### src/rtl/hws_pkg.sv
package hws_pkg;
  localparam int unsigned HWS_DATA_W = 8;
  localparam int unsigned HWS_LANES  = 4;
  localparam int unsigned HWS_LANE_W = $clog2(HWS_LANES);
  localparam int unsigned HWS_IDX_W  = 6;
  localparam int unsigned HWS_WORD_W = HWS_DATA_W * HWS_LANES;
  localparam int unsigned HWS_ADDR_W = HWS_IDX_W + HWS_LANE_W + 1;

  typedef struct packed {
    logic                  commit;
    logic [HWS_IDX_W-1:0]  idx;
    logic [HWS_LANE_W-1:0] lane;
  } hws_addr_t;
endpackage

### src/rtl/hws_addr_decode.sv
module hws_addr_decode
  import hws_pkg::*;
#(
  parameter int unsigned NUM_REGS = 32
) (
  input  logic                  auto_cfg,
  input  logic [HWS_ADDR_W-1:0] addr,
  output logic [HWS_LANE_W-1:0] lane,
  output logic [HWS_IDX_W-1:0]  idx,
  output logic                  commit_req,
  output logic                  in_range
);
  localparam logic [HWS_LANE_W-1:0] TOP_LANE = HWS_LANE_W'(HWS_LANES - 1);

  hws_addr_t fields;

  always_comb begin
    fields     = hws_addr_t'(addr);
    lane       = fields.lane;
    idx        = fields.idx;
    // explicit commit bit, or automatic commit on the most significant lane
    commit_req = fields.commit | (auto_cfg & (fields.lane == TOP_LANE));
    in_range   = (32'(fields.idx) < NUM_REGS);
  end
endmodule

### src/rtl/hws_shadow.sv
module hws_shadow
  import hws_pkg::*;
(
  input  logic                  clk,
  input  logic                  rst,
  input  logic                  wr_en,
  input  logic [HWS_LANE_W-1:0] lane,
  input  logic [HWS_DATA_W-1:0] data,
  output logic [HWS_WORD_W-1:0] merged,
  output logic [HWS_WORD_W-1:0] shadow_q
);
  // per-lane merge: the selected lane takes the bus byte, others keep the shadow
  for (genvar g = 0; g < HWS_LANES; g++) begin : g_lane
    always_comb begin
      if (lane == HWS_LANE_W'(g))
        merged[g*HWS_DATA_W +: HWS_DATA_W] = data;
      else
        merged[g*HWS_DATA_W +: HWS_DATA_W] = shadow_q[g*HWS_DATA_W +: HWS_DATA_W];
    end
  end

  always_ff @(posedge clk) begin
    if (rst)        shadow_q <= '0;
    else if (wr_en) shadow_q <= merged;
  end

  a_r3_lane_written: assert property (@(posedge clk) disable iff (rst)
    wr_en |=> HWS_DATA_W'(shadow_q >> {$past(lane), 3'b000}) == $past(data));

  a_r5_shadow_holds: assert property (@(posedge clk) disable iff (rst)
    !wr_en |=> $stable(shadow_q));
endmodule

### src/rtl/hws_regfile.sv
module hws_regfile
  import hws_pkg::*;
#(
  parameter int unsigned NUM_REGS = 32
) (
  input  logic                           clk,
  input  logic                           rst,
  input  logic                           we,
  input  logic [HWS_IDX_W-1:0]           idx,
  input  logic [HWS_WORD_W-1:0]          word,
  output logic [NUM_REGS*HWS_WORD_W-1:0] regs_flat
);
  logic [HWS_WORD_W-1:0] regs_q [NUM_REGS];

  always_ff @(posedge clk) begin
    for (int i = 0; i < NUM_REGS; i++) begin
      if (rst)
        regs_q[i] <= '0;
      else if (we && (32'(idx) == i))
        regs_q[i] <= word;
    end
  end

  for (genvar g = 0; g < NUM_REGS; g++) begin : g_out
    assign regs_flat[g*HWS_WORD_W +: HWS_WORD_W] = regs_q[g];

    a_r10_other_regs_stable: assert property (@(posedge clk) disable iff (rst)
      !(we && (32'(idx) == g)) |=> $stable(regs_q[g]));

    a_r4_reg_takes_word: assert property (@(posedge clk) disable iff (rst)
      (we && (32'(idx) == g)) |=> regs_q[g] == $past(word));
  end
endmodule

### src/rtl/hws_top.sv
module hws_top
  import hws_pkg::*;
#(
  parameter int unsigned NUM_REGS = 32
) (
  input  logic                           clk,
  input  logic                           rst,
  input  logic                           cfg_auto_commit,
  input  logic                           wr_stb,
  input  logic [HWS_ADDR_W-1:0]          wr_addr,
  input  logic [HWS_DATA_W-1:0]          wr_data,
  output logic                           dest_we,
  output logic [HWS_IDX_W-1:0]           dest_idx,
  output logic [HWS_WORD_W-1:0]          dest_word,
  output logic [NUM_REGS*HWS_WORD_W-1:0] regs_flat
);
  logic [HWS_LANE_W-1:0] lane;
  logic [HWS_IDX_W-1:0]  idx;
  logic                  commit_req;
  logic                  in_range;
  logic [HWS_WORD_W-1:0] merged;
  logic [HWS_WORD_W-1:0] shadow_q;

  hws_addr_decode #(.NUM_REGS(NUM_REGS)) u_dec (
    .auto_cfg   (cfg_auto_commit),
    .addr       (wr_addr),
    .lane       (lane),
    .idx        (idx),
    .commit_req (commit_req),
    .in_range   (in_range)
  );

  hws_shadow u_shadow (
    .clk      (clk),
    .rst      (rst),
    .wr_en    (wr_stb),
    .lane     (lane),
    .data     (wr_data),
    .merged   (merged),
    .shadow_q (shadow_q)
  );

  assign dest_we   = wr_stb & commit_req & in_range & ~rst;
  assign dest_idx  = idx;
  assign dest_word = merged;

  hws_regfile #(.NUM_REGS(NUM_REGS)) u_rf (
    .clk       (clk),
    .rst       (rst),
    .we        (dest_we),
    .idx       (dest_idx),
    .word      (dest_word),
    .regs_flat (regs_flat)
  );

  a_r1_no_commit_in_reset: assert property (@(posedge clk)
    rst |-> !dest_we);

  a_r9_index_in_range: assert property (@(posedge clk) disable iff (rst)
    dest_we |-> (32'(dest_idx) < NUM_REGS));

  a_r2_commit_needs_request: assert property (@(posedge clk) disable iff (rst)
    dest_we |-> (wr_stb && (wr_addr[HWS_ADDR_W-1] || cfg_auto_commit)));

  a_r4_commit_updates_shadow: assert property (@(posedge clk) disable iff (rst)
    dest_we |=> shadow_q == $past(dest_word));
endmodule

### config.mk
export PLATFORM = sky130hd
export DESIGN_NAME = hws_top
export DESIGN_NICKNAME = d
export VERILOG_FILES = /design/src/rtl/hws_pkg.sv /design/src/rtl/hws_addr_decode.sv /design/src/rtl/hws_shadow.sv /design/src/rtl/hws_regfile.sv /design/src/rtl/hws_top.sv
export SDC_FILE = /design/constraint.sdc
export NUM_CORES = 1
export LEC_CHECK = 0
export BUFFER_PORTS_ARGS = -buffer_cell sky130_fd_sc_hd__buf_2
export CORE_AREA = 10 10 416 418
export CTS_BUF_LIST = sky130_fd_sc_hd__clkbuf_8
export DETAILED_ROUTE_END_ITERATION = 10
export DIE_AREA = 0 0 426 428
export SLEW_MARGIN = 20
export SYNTH_ARGS = -nofsm -noshare
export SYNTH_HDL_FRONTEND = slang
export SYNTH_SLANG_ARGS = --single-unit
### constraint.sdc
create_clock -name clk -period 2.6 [get_ports clk]
set_clock_uncertainty 0.1 [all_clocks]
set_input_delay 0 -clock clk [delete_from_list [all_inputs] [get_ports clk]]
set_output_delay 0 -clock clk [all_outputs]
set_load 0.05 [all_outputs]
Word-level counts from Yosys, hierarchy flattened:

Memories as Yosys holds them, arrays and structs flattened.
Index checks and enable logic that the tools add are counted.

* ROM bits: 0
* RAM bits: 1024
* flip-flop bits (word level): 32
* memories: 1
* latch bits: 0
* word-level logic and storage cells: 243

Memory list
* u_rf.regs_q: depth 32, bits a word 32, read ports 32, clocked after Yosys merged registers in 0, write ports 32, RTL line hws_regfile.sv:13 `logic [HWS_WORD_W-1:0] regs_q [NUM_REGS];`

* equality and inequality tests: 34
* $mul: 0
* magnitude comparators: 1
* shift operators: 0
* reductions and logical operators: 34
* multiplexer cells: 134
* div/mod/pow operators: 0
* bitwise gates (word level): 38
* add/sub/neg operators: 0

Operators by type and width (count)
* 32-bit 2-to-1 mux: 32
* 1-bit 2-to-1 mux: 98
* 6-bit by 5-bit equality test with 1-bit output (second input constant): 16
* 6-bit by 4-bit equality test with 1-bit output (second input constant): 8
* 1-bit OR: 33
* 1-bit logical AND: 32
* 8-bit 2-to-1 mux: 4
* 6-bit by 3-bit equality test with 1-bit output (second input constant): 4
* 6-bit by 2-bit equality test with 1-bit output (second input constant): 2
* 6-bit by 1-bit equality test with 1-bit output (second input constant): 1
* 6-bit zero test: 1
* 6-bit < comparator (second input constant): 1
* 1-bit AND: 4
* 2-bit equality test (second input constant): 2
* 2-bit by 1-bit equality test with 1-bit output (second input constant): 1
* 2-bit zero test: 1
* 1-bit inverter: 1

Depth between registers and ports, before layout:

* word-level depth: 11
* depth in mapped cells: 6
* mapped depth without buffers: 3

Modules after synthesis:

A second synthesis with hierarchy kept.

* cells, all modules: 2630
* area, all modules: 39541.7 µm²

Modules (own cells, without submodules)
* hws_regfile: cells an instance 2464, seq. area each 30749.5 µm², area an instance 37772.5 µm², instances 1
* hws_shadow: cells an instance 155, seq. area each 640.6 µm², area an instance 1686.6 µm², instances 1
* hws_addr_decode: cells an instance 10, seq. area each 0.0 µm², area an instance 72.6 µm², instances 1
* hws_top: cells an instance 1, seq. area each 0.0 µm², area an instance 10.0 µm², instances 1

Least setup slack after synthesis:

No wires, ideal clock.

* path kind: input to register
* start point: input port wr_addr[3]
* end point: memory u_rf.regs_q[0][0] (netlist name) (enable)
* cell stages on the path: 5
* setup time: 0.428 ns
* arrival: 2.358 ns
* setup slack: -0.286 ns
* buffers on the path: 2
* cell sequence: buf_2 -> buf_1 -> nor4_1 -> nand2_1 -> o21bai_1

RTL lines
* start, declared: RTL line hws_top.sv:10 `input logic [HWS_ADDR_W-1:0] wr_addr,`
* end, declared: RTL line hws_regfile.sv:13

Worst setup path after layout:

* start point: input port wr_addr[1]
* end point: output port dest_word[19]

* cells in the longest elaborated chain, start to end: 2

RTL lines
* 2-bit equality test: RTL line hws_shadow.sv:15 `if (lane == HWS_LANE_W'(g))`
* 8-bit 2-to-1 mux: RTL line hws_shadow.sv:15
* end, declared: RTL line hws_top.sv:14 `output logic [HWS_WORD_W-1:0] dest_word,`

No other way between the ends.

==> results.json <==
{
  "floorplan.initialDensity_pct": 24.45,
  "dieHeight_um": 428,
  "clockPowerShare_pct": 38.6,
  "final_layout_size_suffix_gt1_share_pct": 41.50,
  "synthTopCellsByArea": "sky130_fd_sc_hd__edfxtp_1 (76%), sky130_fd_sc_hd__a21oi_1 (9.6%), sky130_fd_sc_hd__nor2_1 (2.6%), sky130_fd_sc_hd__dfxtp_1 (1.6%), sky130_fd_sc_hd__clkbuf_1 (1.4%)",
  "drtPass1Iterations": 6,
  "critical_path_required_ps": 2500,
  "htree_levels": 4,
  "synth_warnings": 0,
  "grt_antenna_before_repair": 31,
  "wire_length_of_the_first_global_routing_pass_um": 280800,
  "power-per-cell-area_nw_per_um2": 736.7,
  "rsz0062_at_grt": "no",
  "global_route_usage_over_all_layers_pct": 22.69,
  "report.power.total_uw": 39650,
  "worst_pin_slew_ps": 887.2,
  "status": "completed",
  "die_area_um2": 182300,
  "final_net_count": 3911,
  "synth_nets": 2732,
  "fin_setup_tns_ps": 0,
  "area_growth_pct": 33.84,
  "min_period_ps": 2430,
  "finalSetupViolCount": 0,
  "dr.first_iter.drc_count": 4313,
  "cts_root_buf": "sky130_fd_sc_hd__clkbuf_8",
  "first_global_vias": 30731,
  "worstSetupPathType": "in -> out",
  "critical_path_arrival_ps": 2330,
  "timing.hold.worst.class": "in -> reg",
  "yosys.area.top_type_share_pct": 76.47,
  "synth_flop_cell": "sky130_fd_sc_hd__edfxtp_1",
  "count_of_cell_types_in_the_netlist": 43,
  "layout_commonest_cell": "sky130_fd_sc_hd__buf_2",
  "numCtsBuffers": 179,
  "std_cell_rows": 149,
  "critPathLaunchType": "input port",
  "place_ws_ps": 222.4,
  "netlist_instances": 2711,
  "final_cell_mix": "sky130_fd_sc_hd__buf_2 (1076), sky130_fd_sc_hd__edfxtp_1 (1024), sky130_fd_sc_hd__a21oi_1 (768)",
  "power_frac_comb_pct": 12.4,
  "place.detailed.hpwl_um": 146700,
  "power_share_of_the_sequential_group_pct": 49.0,
  "port_buffers": 1083,
  "avgRoutedWirePerCell_um": 34.82,
  "detailroute.via_count": 31477,
  "p_switching_uw": 11570,
  "fmaxAchievable_mhz": 411.6,
  "cts_resized": 0,
  "total_global_routing_overflow": 0,
  "core_um2": 164400,
  "die_w_um": 426,
  "antenna_violating_nets_post_route": 0,
  "cts.repair_timing.setup_buffer_count": 0,
  "drv.max_cap_violation_count": 0,
  "clock-sinks": 1056,
  "clkLatencyLatePin_ps": 960,
  "largest_net_degree_at_the_start_of_global_routing": 46,
  "report.final.slew_viol_count": 0,
  "layout_worst_path_cycle_share_pct": 93.45,
  "timing_hold_violations_final": 0,
  "slew-limit-headroom_pct": 40.85,
  "register_bit_total_from_synthesis": 1056,
  "drt-vias-per-instance": 5.048,
  "path_max_fanout": 12,
  "wl_um": 217100,
  "number_of_top_level_pins": 1084,
  "mappedNetlistArea_um2": 40210,
  "cts.path.max_buffers": 3,
  "tritoncts_clock_tree": "yes",
  "swShare_pct": 29.17,
  "cell_internal_pwr_uw": 28080,
  "power.static_leakage_uw": 0.02076,
  "asyncSetResetFlopFracSynth_pct": 0,
  "synth_edf_count": 1024,
  "path_clk_slew_ps": 60,
  "ir_worst_vdd_mv": 0.5128,
  "synthesized_area_divided_by_synthesized_cell_count_um2": 14.83,
  "routabilityCongestion": 0.8165,
  "critPathCaptureType": "primary output",
  "synth_area_leader_cell": "sky130_fd_sc_hd__edfxtp_1",
  "layout_setup_ws_ps": 170.3,
  "synth_sequential_area_ratio_pct": 78.07,
  "post-route-drc-count": 0,
  "nFillCells": 16405
}
worst max-delay path, stage by stage:
cell	delay (ps)
sky130_fd_sc_hd__dlygate4sd3_1	570
sky130_fd_sc_hd__buf_2	380
sky130_fd_sc_hd__buf_4	240
sky130_fd_sc_hd__nor2b_1	540
sky130_fd_sc_hd__nand2_1	110
sky130_fd_sc_hd__nand2_1	90
sky130_fd_sc_hd__buf_2	370
flip-flops by register name (all words and copies together), names as in the netlist:
register	flops
u_rf.regs_q	1024
u_shadow.shadow_q	32
power by group through the flow:
stage	Combinational, uW	Sequential (uW)	Clock, uW
finish	4900	19400	15300
global route	4990	19500	16300
CTS	4940	19400	15600
detailed placement	4880	19800	0
global placement	4860	19800	0
floorplan	878	21900	0
Yosys cell counts, drive strengths merged (2+ instances only):
library cell  instances
a21o                  9
a21oi               768
a22oi                12
a31o                  7
a32oi                12
a41o                  3
and2                  8
and3                 11
and3b                 8
and4b                 2
and4bb                5
buf                 170
clkbuf              154
dfxtp                32
edfxtp             1024
mux2                 24
mux2i                32
nand2                41
nand3                34
nand3b                7
nand4                 9
nor2                294
nor2b                11
nor3b                 3
nor4b                 2
o21ai                 8
o21bai               15
layer usage:
| layer | vias up | global-route usage (%) | routed length, um | part of all wire [%] |
|---|---|---|---|---|
| li1 | 12487 | - | - | - |
| met1 | 16035 | 26.03 | 76300 | 35 |
| met2 | 2416 | 38.34 | 106900 | 49 |
| met3 | 535 | 6.043 | 21070 | 9.7 |
| met4 | 4 | 12.19 | 12870 | 5.9 |
| met5 | - | 0 | 28 | 0.013 |
per-stage QoR:
stage / hold slack, ps / util (%) / cells / instance area (um^2)
floorplan: 67.05 / - / 2711 / 40220
global placement: 297.8 / 30.30 / 5857 / 49820
detailed placement: 312.9 / 30.30 / 5857 / 49820
CTS: 4.344 / 32.70 / 6218 / 53780
global route: 32.98 / 32.71 / 6222 / 53790
finish: 88.54 / 32.73 / 6235 / 53820
worst paths after layout:
| path | startpoint | to | slack (ps) | cells after the start |
|---|---|---|---|---|
| worst max register to register | u_shadow.shadow_q[5] | u_rf.regs_q[0][69] | 450 | 3 |
| worst max-delay path | wr_addr[1] | dest_word[19] | 170 | 7 |
| worst min register to register | u_shadow.shadow_q[25] | u_shadow.shadow_q[25] | 480 | 2 |
| worst min-delay path | wr_data[6] | u_shadow.shadow_q[30] | 90 | 4 |
cell type report:
type | instances | area, um^2 | area share [%]
timing repair buffer | 1322 | 8248 | 15.33
sequential | 1056 | 31390 | 58.33
clock buffer | 181 | 2491 | 4.629
tap | 2189 | 2739 | 5.089
antenna | 17 | 42.54 | 0.07905
multi-input combinational | 1331 | 7853 | 14.59
clock inverter | 139 | 1055 | 1.960
logic make-up after synthesis:
logic type,Yosys count,share of synthesized area [%]
simple gates,439,5.144
buf+inv,324,4.005
mux,56,1.469
compound gates,836,11.32
flops,1056,78.07
what timing repair did:
item,4_1_cts,5_1_grt
setup endpoints to repair,0,0
hold buffers,41,0
endpoints found under the hold margin,1671,0
No activity file was read; power rests on OpenSTA's default activity.
